--- src/rtl/insn_dec_pkg.sv ---
package insn_dec_pkg;

  localparam int HW_W   = 16;
  localparam int OP6_W  = 6;
  localparam int OP7_W  = 7;
  localparam int REG_W  = 5;
  localparam int IMM_W  = 32;
  localparam int SUB_W  = 6;
  localparam int COND_W = 4;

  // opcode boundaries of the 6-bit primary map
  localparam logic [OP6_W-1:0] OP_FIRST_LONG = 6'h28;
  localparam logic [OP6_W-1:0] OP_BITSTR     = 6'h1F;
  localparam logic [OP6_W-1:0] OP_FLOAT      = 6'h3E;

  typedef enum logic [2:0] {
    FORM_NONE = 3'd0,
    FORM_I    = 3'd1,
    FORM_II   = 3'd2,
    FORM_III  = 3'd3,
    FORM_IV   = 3'd4,
    FORM_V    = 3'd5,
    FORM_VI   = 3'd6,
    FORM_VII  = 3'd7
  } form_e;

  typedef struct packed {
    logic [OP7_W-1:0]  opcode;
    form_e             form;
    logic [COND_W-1:0] cond;
    logic [REG_W-1:0]  reg1;
    logic [REG_W-1:0]  reg2;
    logic [IMM_W-1:0]  imm;
    logic [SUB_W-1:0]  subop;
    logic              ill_op;
    logic              ill_sub;
  } dec_rec_t;

endpackage

--- src/rtl/insn_form_class.sv ---
module insn_form_class
  import insn_dec_pkg::*;
(
  input  logic [HW_W-1:0] first_hw,
  output form_e           form,
  output logic            is_long
);

  logic [OP6_W-1:0] op6;
  assign op6 = first_hw[HW_W-1 -: OP6_W];

  always_comb begin
    if (op6[5:4] == 2'b00)
      form = FORM_I;
    else if (op6[5:4] == 2'b01)
      form = FORM_II;
    else if (op6[5:3] == 3'b100)
      form = FORM_III;
    else if (op6 == 6'h2A || op6 == 6'h2B)
      form = FORM_IV;
    else if (op6[5:4] == 2'b10)
      form = FORM_V;
    else if (op6 == OP_FLOAT)
      form = FORM_VII;
    else
      form = FORM_VI;
  end

  assign is_long = (op6 >= OP_FIRST_LONG);

endmodule

--- src/rtl/insn_subop_legal.sv ---
module insn_subop_legal
  import insn_dec_pkg::*;
(
  input  logic             bs_sel,
  input  logic             fp_sel,
  input  logic [SUB_W-1:0] code,
  output logic             bad
);

  logic bs_bad;
  logic fp_bad;

  // bit-string group: 0x00-0x03 and 0x08-0x0F are the defined codes
  assign bs_bad = code[4] | (code[4:2] == 3'b001);

  // floating-point group: 0x00, 0x02-0x07 and 0x0B are the defined codes
  always_comb begin
    case (code)
      6'h00, 6'h02, 6'h03, 6'h04, 6'h05, 6'h06, 6'h07, 6'h0B: fp_bad = 1'b0;
      default:                                             fp_bad = 1'b1;
    endcase
  end

  assign bad = (bs_sel & bs_bad) | (fp_sel & fp_bad);

endmodule

--- src/rtl/insn_field_build.sv ---
module insn_field_build
  import insn_dec_pkg::*;
(
  input  logic [HW_W-1:0] first_hw,
  input  logic [HW_W-1:0] second_hw,
  input  form_e           form,
  output dec_rec_t        rec
);

  localparam int IMM5_W  = 5;
  localparam int DISP9_W = 9;
  localparam int HI26_W  = 10;

  logic [OP6_W-1:0] op6;
  logic             bs_sel;
  logic             fp_sel;
  logic [SUB_W-1:0] sub_code;
  logic             sub_bad;

  assign op6    = first_hw[HW_W-1 -: OP6_W];
  assign bs_sel = (form == FORM_II) && (op6 == OP_BITSTR);
  assign fp_sel = (form == FORM_VII);

  always_comb begin
    if (fp_sel)
      sub_code = second_hw[HW_W-1 -: SUB_W];
    else if (bs_sel)
      sub_code = {1'b0, first_hw[IMM5_W-1:0]};
    else
      sub_code = '0;
  end

  insn_subop_legal u_legal (
    .bs_sel (bs_sel),
    .fp_sel (fp_sel),
    .code   (sub_code),
    .bad    (sub_bad)
  );

  always_comb begin
    rec         = '0;
    rec.form    = form;
    rec.opcode  = {1'b0, op6};
    rec.reg1    = first_hw[REG_W-1:0];
    rec.reg2    = first_hw[2*REG_W-1:REG_W];
    rec.subop   = sub_code;
    rec.ill_sub = sub_bad;
    rec.ill_op  = (op6 == 6'h1B) || (op6 == 6'h32) || (op6 == 6'h36);
    case (form)
      FORM_II: begin
        rec.imm = {{(IMM_W-IMM5_W){first_hw[IMM5_W-1]}}, first_hw[IMM5_W-1:0]};
      end
      FORM_III: begin
        rec.opcode = first_hw[HW_W-1 -: OP7_W];
        rec.cond   = first_hw[DISP9_W+COND_W-1:DISP9_W];
        rec.reg1   = '0;
        rec.reg2   = '0;
        rec.imm    = {{(IMM_W-DISP9_W){first_hw[DISP9_W-1]}}, first_hw[DISP9_W-1:0]};
      end
      FORM_IV: begin
        rec.reg1 = '0;
        rec.reg2 = '0;
        rec.imm  = {{(IMM_W-HI26_W-HW_W){first_hw[HI26_W-1]}},
                    first_hw[HI26_W-1:0], second_hw};
      end
      FORM_V, FORM_VI: begin
        rec.imm = {{(IMM_W-HW_W){second_hw[HW_W-1]}}, second_hw};
      end
      default: begin
      end
    endcase
  end

endmodule

--- src/rtl/insn_stream_decoder.sv ---
module insn_stream_decoder
  import insn_dec_pkg::*;
#(
  parameter int                ADDR_W     = 32,
  parameter logic [ADDR_W-1:0] RESET_ADDR = '0
) (
  input  logic              clk,
  input  logic              rst_n,
  input  logic              flush,
  input  logic [ADDR_W-1:0] flush_addr,
  input  logic              in_valid,
  output logic              in_ready,
  input  logic [HW_W-1:0]   in_half,
  output logic              out_valid,
  input  logic              out_ready,
  output logic [ADDR_W-1:0] out_addr,
  output logic [OP7_W-1:0]  out_opcode,
  output logic [2:0]        out_form,
  output logic [COND_W-1:0] out_cond,
  output logic [REG_W-1:0]  out_reg1,
  output logic [REG_W-1:0]  out_reg2,
  output logic [IMM_W-1:0]  out_imm,
  output logic [SUB_W-1:0]  out_subop,
  output logic              out_ill_op,
  output logic              out_ill_sub
);

  localparam logic [ADDR_W-1:0] HW_BYTES = ADDR_W'(2);

  // holding state for a two-halfword instruction
  logic              pend_q;
  logic [HW_W-1:0]   first_q;
  logic [ADDR_W-1:0] first_addr_q;
  logic [ADDR_W-1:0] next_addr_q;

  // output stage
  logic              valid_q;
  logic [ADDR_W-1:0] addr_q;
  dec_rec_t          rec_q;

  logic [HW_W-1:0]   first_hw;
  logic [HW_W-1:0]   second_hw;
  form_e             cls_form;
  logic              cls_long;
  dec_rec_t          built;
  logic              take;
  logic              complete;

  assign in_ready = !flush && (!valid_q || out_ready);
  assign take     = in_valid && in_ready;

  assign first_hw  = pend_q ? first_q : in_half;
  assign second_hw = pend_q ? in_half : '0;

  insn_form_class u_class (
    .first_hw (first_hw),
    .form     (cls_form),
    .is_long  (cls_long)
  );

  insn_field_build u_build (
    .first_hw  (first_hw),
    .second_hw (second_hw),
    .form      (cls_form),
    .rec       (built)
  );

  assign complete = take && (pend_q || !cls_long);

  always_ff @(posedge clk or negedge rst_n) begin
    if (!rst_n) begin
      pend_q       <= 1'b0;
      first_q      <= '0;
      first_addr_q <= '0;
      next_addr_q  <= RESET_ADDR;
    end else if (flush) begin
      pend_q      <= 1'b0;
      next_addr_q <= flush_addr;
    end else if (take) begin
      next_addr_q <= next_addr_q + HW_BYTES;
      if (complete) begin
        pend_q <= 1'b0;
      end else begin
        pend_q       <= 1'b1;
        first_q      <= in_half;
        first_addr_q <= next_addr_q;
      end
    end
  end

  always_ff @(posedge clk or negedge rst_n) begin
    if (!rst_n) begin
      valid_q <= 1'b0;
      addr_q  <= '0;
      rec_q   <= '0;
    end else if (flush) begin
      valid_q <= 1'b0;
    end else if (complete) begin
      valid_q <= 1'b1;
      addr_q  <= pend_q ? first_addr_q : next_addr_q;
      rec_q   <= built;
    end else if (out_ready) begin
      valid_q <= 1'b0;
    end
  end

  assign out_valid   = valid_q;
  assign out_addr    = addr_q;
  assign out_opcode  = rec_q.opcode;
  assign out_form    = rec_q.form;
  assign out_cond    = rec_q.cond;
  assign out_reg1    = rec_q.reg1;
  assign out_reg2    = rec_q.reg2;
  assign out_imm     = rec_q.imm;
  assign out_subop   = rec_q.subop;
  assign out_ill_op  = rec_q.ill_op;
  assign out_ill_sub = rec_q.ill_sub;

endmodule

--- config.mk ---
export PLATFORM = sky130hd
export DESIGN_NAME = insn_stream_decoder
export DESIGN_NICKNAME = d
export VERILOG_FILES = /design/src/rtl/insn_dec_pkg.sv /design/src/rtl/insn_form_class.sv /design/src/rtl/insn_subop_legal.sv /design/src/rtl/insn_field_build.sv /design/src/rtl/insn_stream_decoder.sv
export SDC_FILE = /design/constraint.sdc
export NUM_CORES = 1
export LEC_CHECK = 0
export BUFFER_PORTS_ARGS = -buffer_cell sky130_fd_sc_hd__buf_4
export CAP_MARGIN = 20
export CORE_ASPECT_RATIO = 0.9
export CORE_MARGIN = 1
export CORE_UTILIZATION = 51
export CTS_BUF_LIST = sky130_fd_sc_hd__clkbuf_16
export DETAILED_ROUTE_END_ITERATION = 10
export PLACE_DENSITY = 0.88
export SLEW_MARGIN = 15
export SYNTH_ARGS = -nofsm -noshare
export SYNTH_HDL_FRONTEND = slang
export SYNTH_HIERARCHICAL = 1
export SYNTH_SLANG_ARGS = --single-unit
export TNS_END_PERCENT = 10
--- constraint.sdc ---
create_clock -name clk -period 3.12 [get_ports clk]
set_clock_uncertainty 0.15 [all_clocks]
set_input_delay 0.936 -clock clk [delete_from_list [all_inputs] [get_ports clk]]
set_output_delay 0.936 -clock clk [all_outputs]
set_load 0.02 [all_outputs]
# Yosys cells after proc, flatten, opt, wreduce, memory -nomap -nowiden
# Memory sizes are Yosys's and may differ from the RTL's.
# Cells that the tools add are included.
dict set report op_classes {
  add_sub_neg 1
  n_lt_le_gt_ge 1
  eq_ne 17
  muxes 24
  bitwise_logic 6
  n_reduce_logical 20
}
# cell count
set op_table {}
lappend op_table {{one-hot mux 32 bit (4 select lines)} 1}
lappend op_table {{two-way mux 32 bit} 3}
lappend op_table {{adder 32 x 2 -> 32 bit (second input constant)} 1}
lappend op_table {{two-way mux 16 bit} 2}
lappend op_table {{== test 6 bit (second input constant)} 5}
lappend op_table {{== test 3 bit (second input constant)} 5}
lappend op_table {{two-way mux 3 bit} 5}
lappend op_table {{== test 6 x 5 -> 1 bit (second input constant)} 2}
lappend op_table {{two-way mux 10 bit} 1}
lappend op_table {{two-way mux 1 bit} 8}
lappend op_table {{two-way mux 7 bit} 1}
lappend op_table {{== test 3 x 2 -> 1 bit (second input constant)} 2}
lappend op_table {{>= comparator 6 bit (second input constant)} 1}
lappend op_table {{two-way mux 6 bit} 1}
lappend op_table {{logical OR 1 bit} 5}
lappend op_table {{two-way mux 5 bit} 1}
lappend op_table {{logical AND 1 bit} 4}
lappend op_table {{logical NOT 2 bit} 2}
lappend op_table {{two-way mux 4 bit} 1}
lappend op_table {{OR reduction 2 bit} 2}
lappend op_table {{== test 3 x 1 -> 1 bit (second input constant)} 1}
lappend op_table {{logical NOT 1 bit} 3}
lappend op_table {{AND reduction 3 bit} 1}
lappend op_table {{nonzero test 3 bit} 1}
lappend op_table {{7 further kinds} 10}
dict set report totals {
  reg_bits 178
  rom_bits 16
  in_bits 53
  out_inout_bits 98
  word_cells 85
  memories 1
}
# name words word_bits rd rd_ports_with_merged_regs wr line_no
set memory_table {}
lappend memory_table {{(no name shown)} 16 1 1 0 0 insn_subop_legal.sv:18} ;# case (code)

# Logic depth before layout (Yosys ltp)
dict set report depth {
  ltp_word 16
  ltp_mapped 13
  depth_no_buf 10
}

# Hierarchy
# Netlist, hierarchy kept.
# mod instances cells_per_inst area_each_um2
set by_module_without_submodules {}
lappend by_module_without_submodules {insn_stream_decoder 1 623 7903.8}
lappend by_module_without_submodules {insn_field_build 1 104 748.2}
lappend by_module_without_submodules {insn_form_class 1 7 50.0}
lappend by_module_without_submodules {insn_subop_legal 1 7 50.0}

# Least setup slack after synthesis
# Ideal clock, no wire load.
dict set report synth_path {
  kind {input port to flip-flop}
  startpoint {in in_half[10]}
  endpoint {reg rec_q (netlist bit out_ill_sub)}
  t_arrival_ns 3.147
  required_time_ns 2.845
  slack_ns -0.301
  cell_stages 12
  n_path_buf 3
  path_cell_list {mux2_2 -> nand4b_1 -> a2bb2oi_1 -> buf_6 -> and3_1 -> clkbuf_1 -> a22o_1 -> and2b_1 -> o211ai_2 -> nand3_1 -> buf_4 -> mux2_2}
}
# element line_no
set synth_lines {}
lappend synth_lines {{from (decl)} insn_stream_decoder.sv:13} ;# input logic [HW_W-1:0] in_half,
lappend synth_lines {{to (signal assigned)} insn_stream_decoder.sv:101} ;# rec_q <= built;
lappend synth_lines {{to (decl)} insn_stream_decoder.sv:39} ;# dec_rec_t rec_q;

==> run summary <==
1st-iter DRT viols = 401
ys async rst share = 1.00
io pins = 151
CP max stage delay = 0.56 ns
Final min period = 2.93 ns
overall global routing resource usage = 0.247
Synthesis Warnings = 6
Fmax = 341 MHz
Yosys top cell area share = 0.509
clock transition at the registers of the reported paths = 0.07 ns
NumNets Final = 959
Synth Cell Area = 8750 um^2
final setup violation count = 0
vias = 6300
Post-CTS Setup Bufs = 0
sequential-to-total area share from yosys stat = 0.509
Overflow after GRT = 0
layout cell share with drive strength beyond 1 = 0.432
area grow syn2layout = 24.6%
Worst Tran Pin Value = 0.633 ns
Main synth FF type = dfrtp_1
Seq cells post-synth = 178
startpoint types = flop
first-pass GRT wire length = 33800 um
leakage power = 5.08 nW
initial antenna violation count = 0
# Max-Cap Violations = 0
Critical Path AT = 3.10 ns
clock latency on the worst-skew pair = 0.43 ns
Max H-tree Level = 4
fin. max-slew vios = 0
CTS tree = yes
CTS sink count = 178
Max Buffers Root-to-Sink = 2
routed wire length = 20600 um
EDFF count, synth = 0
post-cts sizing count = 0
Die ar. = 17700 um^2
Post-DP HPWL = 14700 um
Routed Antenna Nets = 0
peak supply drop = 389 uV
GP Congestion = 0.857
vias in the first global route = 6443
syn nets = 795
PwrDens = 703 nW/um^2
worst-path maximum fanout = 16
Rel. slew slack = 0.578
antenna diode count = 0
critical path buffer and inverter count = 2
I/O Buffers = 150
status = completed
pin count of the biggest net entering global routing = 68
crit end category = flop
Critical Path, Cell by Cell = mux2_2, nand4b_1, a2bb2oi_2, buf_4, buf_4, xnor2_1, o22ai_2, a21o_1, mux2_2
Hold Fails Final Rpt = 0
Final Cycle Share = 0.939
WP data required = 3.29 ns
Die X = 140 um
number of distinct library cells after synthesis = 58
HP Class = in -> async
WL per Instance = 18.3 um
average size of a mapped cell = 11.8 um^2
DP Area = 10300 um^2
hold_buf cts = 0
root buf cell = clkbuf_16
synth top area cells = dfrtp_1 (51%), mux2_2 (17%), mux2i_1 (3.9%)
final instance area = 10900 um^2
dpl cells = 1097
Yosys top cell by area = dfrtp_1
row count = 45
Starting Density = 0.520
Via density = 5.58
RSZ-0062 raised after global routing = false
TritonRoute pass-1 iters = 4
fin cells = 1129
CTS Buf Count = 17
# DRC = 0
crit path kind = reg -> reg
floorplan core area = 16800 um^2
Post-Route Setup TNS = 0 ns
height of the die = 126 um
delay-heaviest family, CP = compound AO/OA/AOI/OAI gates
critical path's slowest cell = dfrtp_4
Mapped Cells = 741
Layout Utilization = 0.648
[synth_stat cells (2+ instances only)]
cell	number
buf_1	5
nor2_1	37
xor2_1	13
nand3b_1	2
inv_1	3
nand2_1	50
xnor2_1	18
a21o_1	21
o21ai_1	15
and2_1	29
nand3_1	9
and4b_1	2
mux2_2	133
and4_1	4
buf_6	3
and3_4	2
clkbuf_1	11
and2b_1	3
and3_1	11
nor2b_1	3
nand4_2	3
buf_2	18
a22o_1	4
a32o_1	5
and3_2	4
nor4_2	6
buf_4	16
mux2i_1	34
a21oi_1	36
dfrtp_1	178
o21ai_0	20
nand4_1	10
o21a_1	2
nor3_1	7
[cells by family (layout without fill, tap and decap cells)]
group                      Yosys count  count (layout)  share of synthesized area
and+or+nand+nor                    197             197                      0.133
DFF                                178             178                      0.509
muxes                              168             168                      0.212
AOI/OAI and AO/OA                  110             110                     0.0778
buffers and inverters               56             233                     0.0360
xor gates and xnor gates            31              31                     0.0310
adders and majority gates            1               1                    0.00143
[registers in the layout, summed over array words and instances (netlist names), 3 cells and up]
| register | flops |
|---|---|
| first_addr_q | 32 |
| first_q | 16 |
| next_addr_q | 32 |
| out_addr | 32 |
| out_cond | 4 |
| out_form | 3 |
| out_imm | 32 |
| out_opcode | 7 |
| out_reg1 | 5 |
| out_reg2 | 5 |
| out_subop | 6 |
[area by class of cell]
cell class,instances,area (um^2)
sequential,178,4460
clock buffer,17,425
fill,1291,5930
multi-input combinational,507,4010
tap,211,264
clock inverter,15,135
inverter,3,11.3
timing repair buffer,198,1600
[layout by cell type (no fill, tap or decap), types with 3 or more instances in the layout]
| master | synthesis | layout |
|---|---|---|
| and2b_1 | 3 | 3 |
| o21ai_1 | 15 | 15 |
| mux2i_1 | 34 | 34 |
| nor2_1 | 37 | 37 |
| and3_2 | 4 | 4 |
| nand4_2 | 3 | 3 |
| a32o_1 | 5 | 5 |
| nor2b_1 | 3 | 3 |
| o21ai_0 | 20 | 20 |
| clkbuf_16 | 0 | 17 |
| and3_1 | 11 | 11 |
| nand3_1 | 9 | 9 |
| a21oi_1 | 36 | 36 |
| mux2_2 | 133 | 133 |
| dfrtp_1 | 178 | 177 |
| inv_8 | 0 | 4 |
| xor2_1 | 13 | 13 |
| inv_6 | 0 | 7 |
| nor3_1 | 7 | 7 |
| and2_1 | 29 | 29 |
| a21o_1 | 21 | 21 |
| nand4_1 | 10 | 10 |
| xnor2_1 | 18 | 18 |
| buf_12 | 0 | 9 |
| and4_1 | 4 | 4 |
| buf_4 | 16 | 188 |
| inv_1 | 3 | 3 |
| a22o_1 | 4 | 4 |
| nand2_1 | 50 | 49 |
| nor4_2 | 6 | 5 |
[path summary, 6_finish.rpt]
check	cells after the start	to	slack [ns]	start
max reg2reg	9	out_imm[25]	0.19	pend_q
min in group clk	1	first_q[0]	0.35	first_q[0]
max in group asynchronous	2	first_addr_q[28]	1.77	rst_n
max	9	out_imm[25]	0.19	pend_q
min reg2reg	1	first_q[0]	0.35	first_q[0]
min	1	out_imm[29]	0.33	rst_n
[power breakdown]
part	switching [mW]	internal, mW	leakage, nW	total [mW]
combinational	1.16	1.15	2.62	2.31
clock	0.997	1.06	0.274	2.06
sequential	0.381	2.92	2.19	3.30
[per-layer routing]
| layer | wire (um) | GRT usage |
|---|---|---|
| met1 | 9280 | 0.335 |
| met2 | 9920 | 0.393 |
| met3 | 986 | 0.0510 |
| met4 | 458 | 0.0931 |
| met5 | 0 | 0 |
[stage by stage]
| stage | setup slack (ns) | hold WS (ns) | power, mW |
|---|---|---|---|
| 2_1_floorplan | -0.114 | 0.324 | 4.65 |
| 3_3_place_gp | -0.106 | 0.331 | 5.54 |
| 3_5_place_dp | -0.194 | 0.338 | 5.65 |
| 4_1_cts | 0.155 | 0.353 | 7.72 |
| 5_1_grt | 0.0571 | 0.368 | 8.04 |
| 6_report | 0.191 | 0.334 | 7.66 |
(Power assumes the default switching activity.)
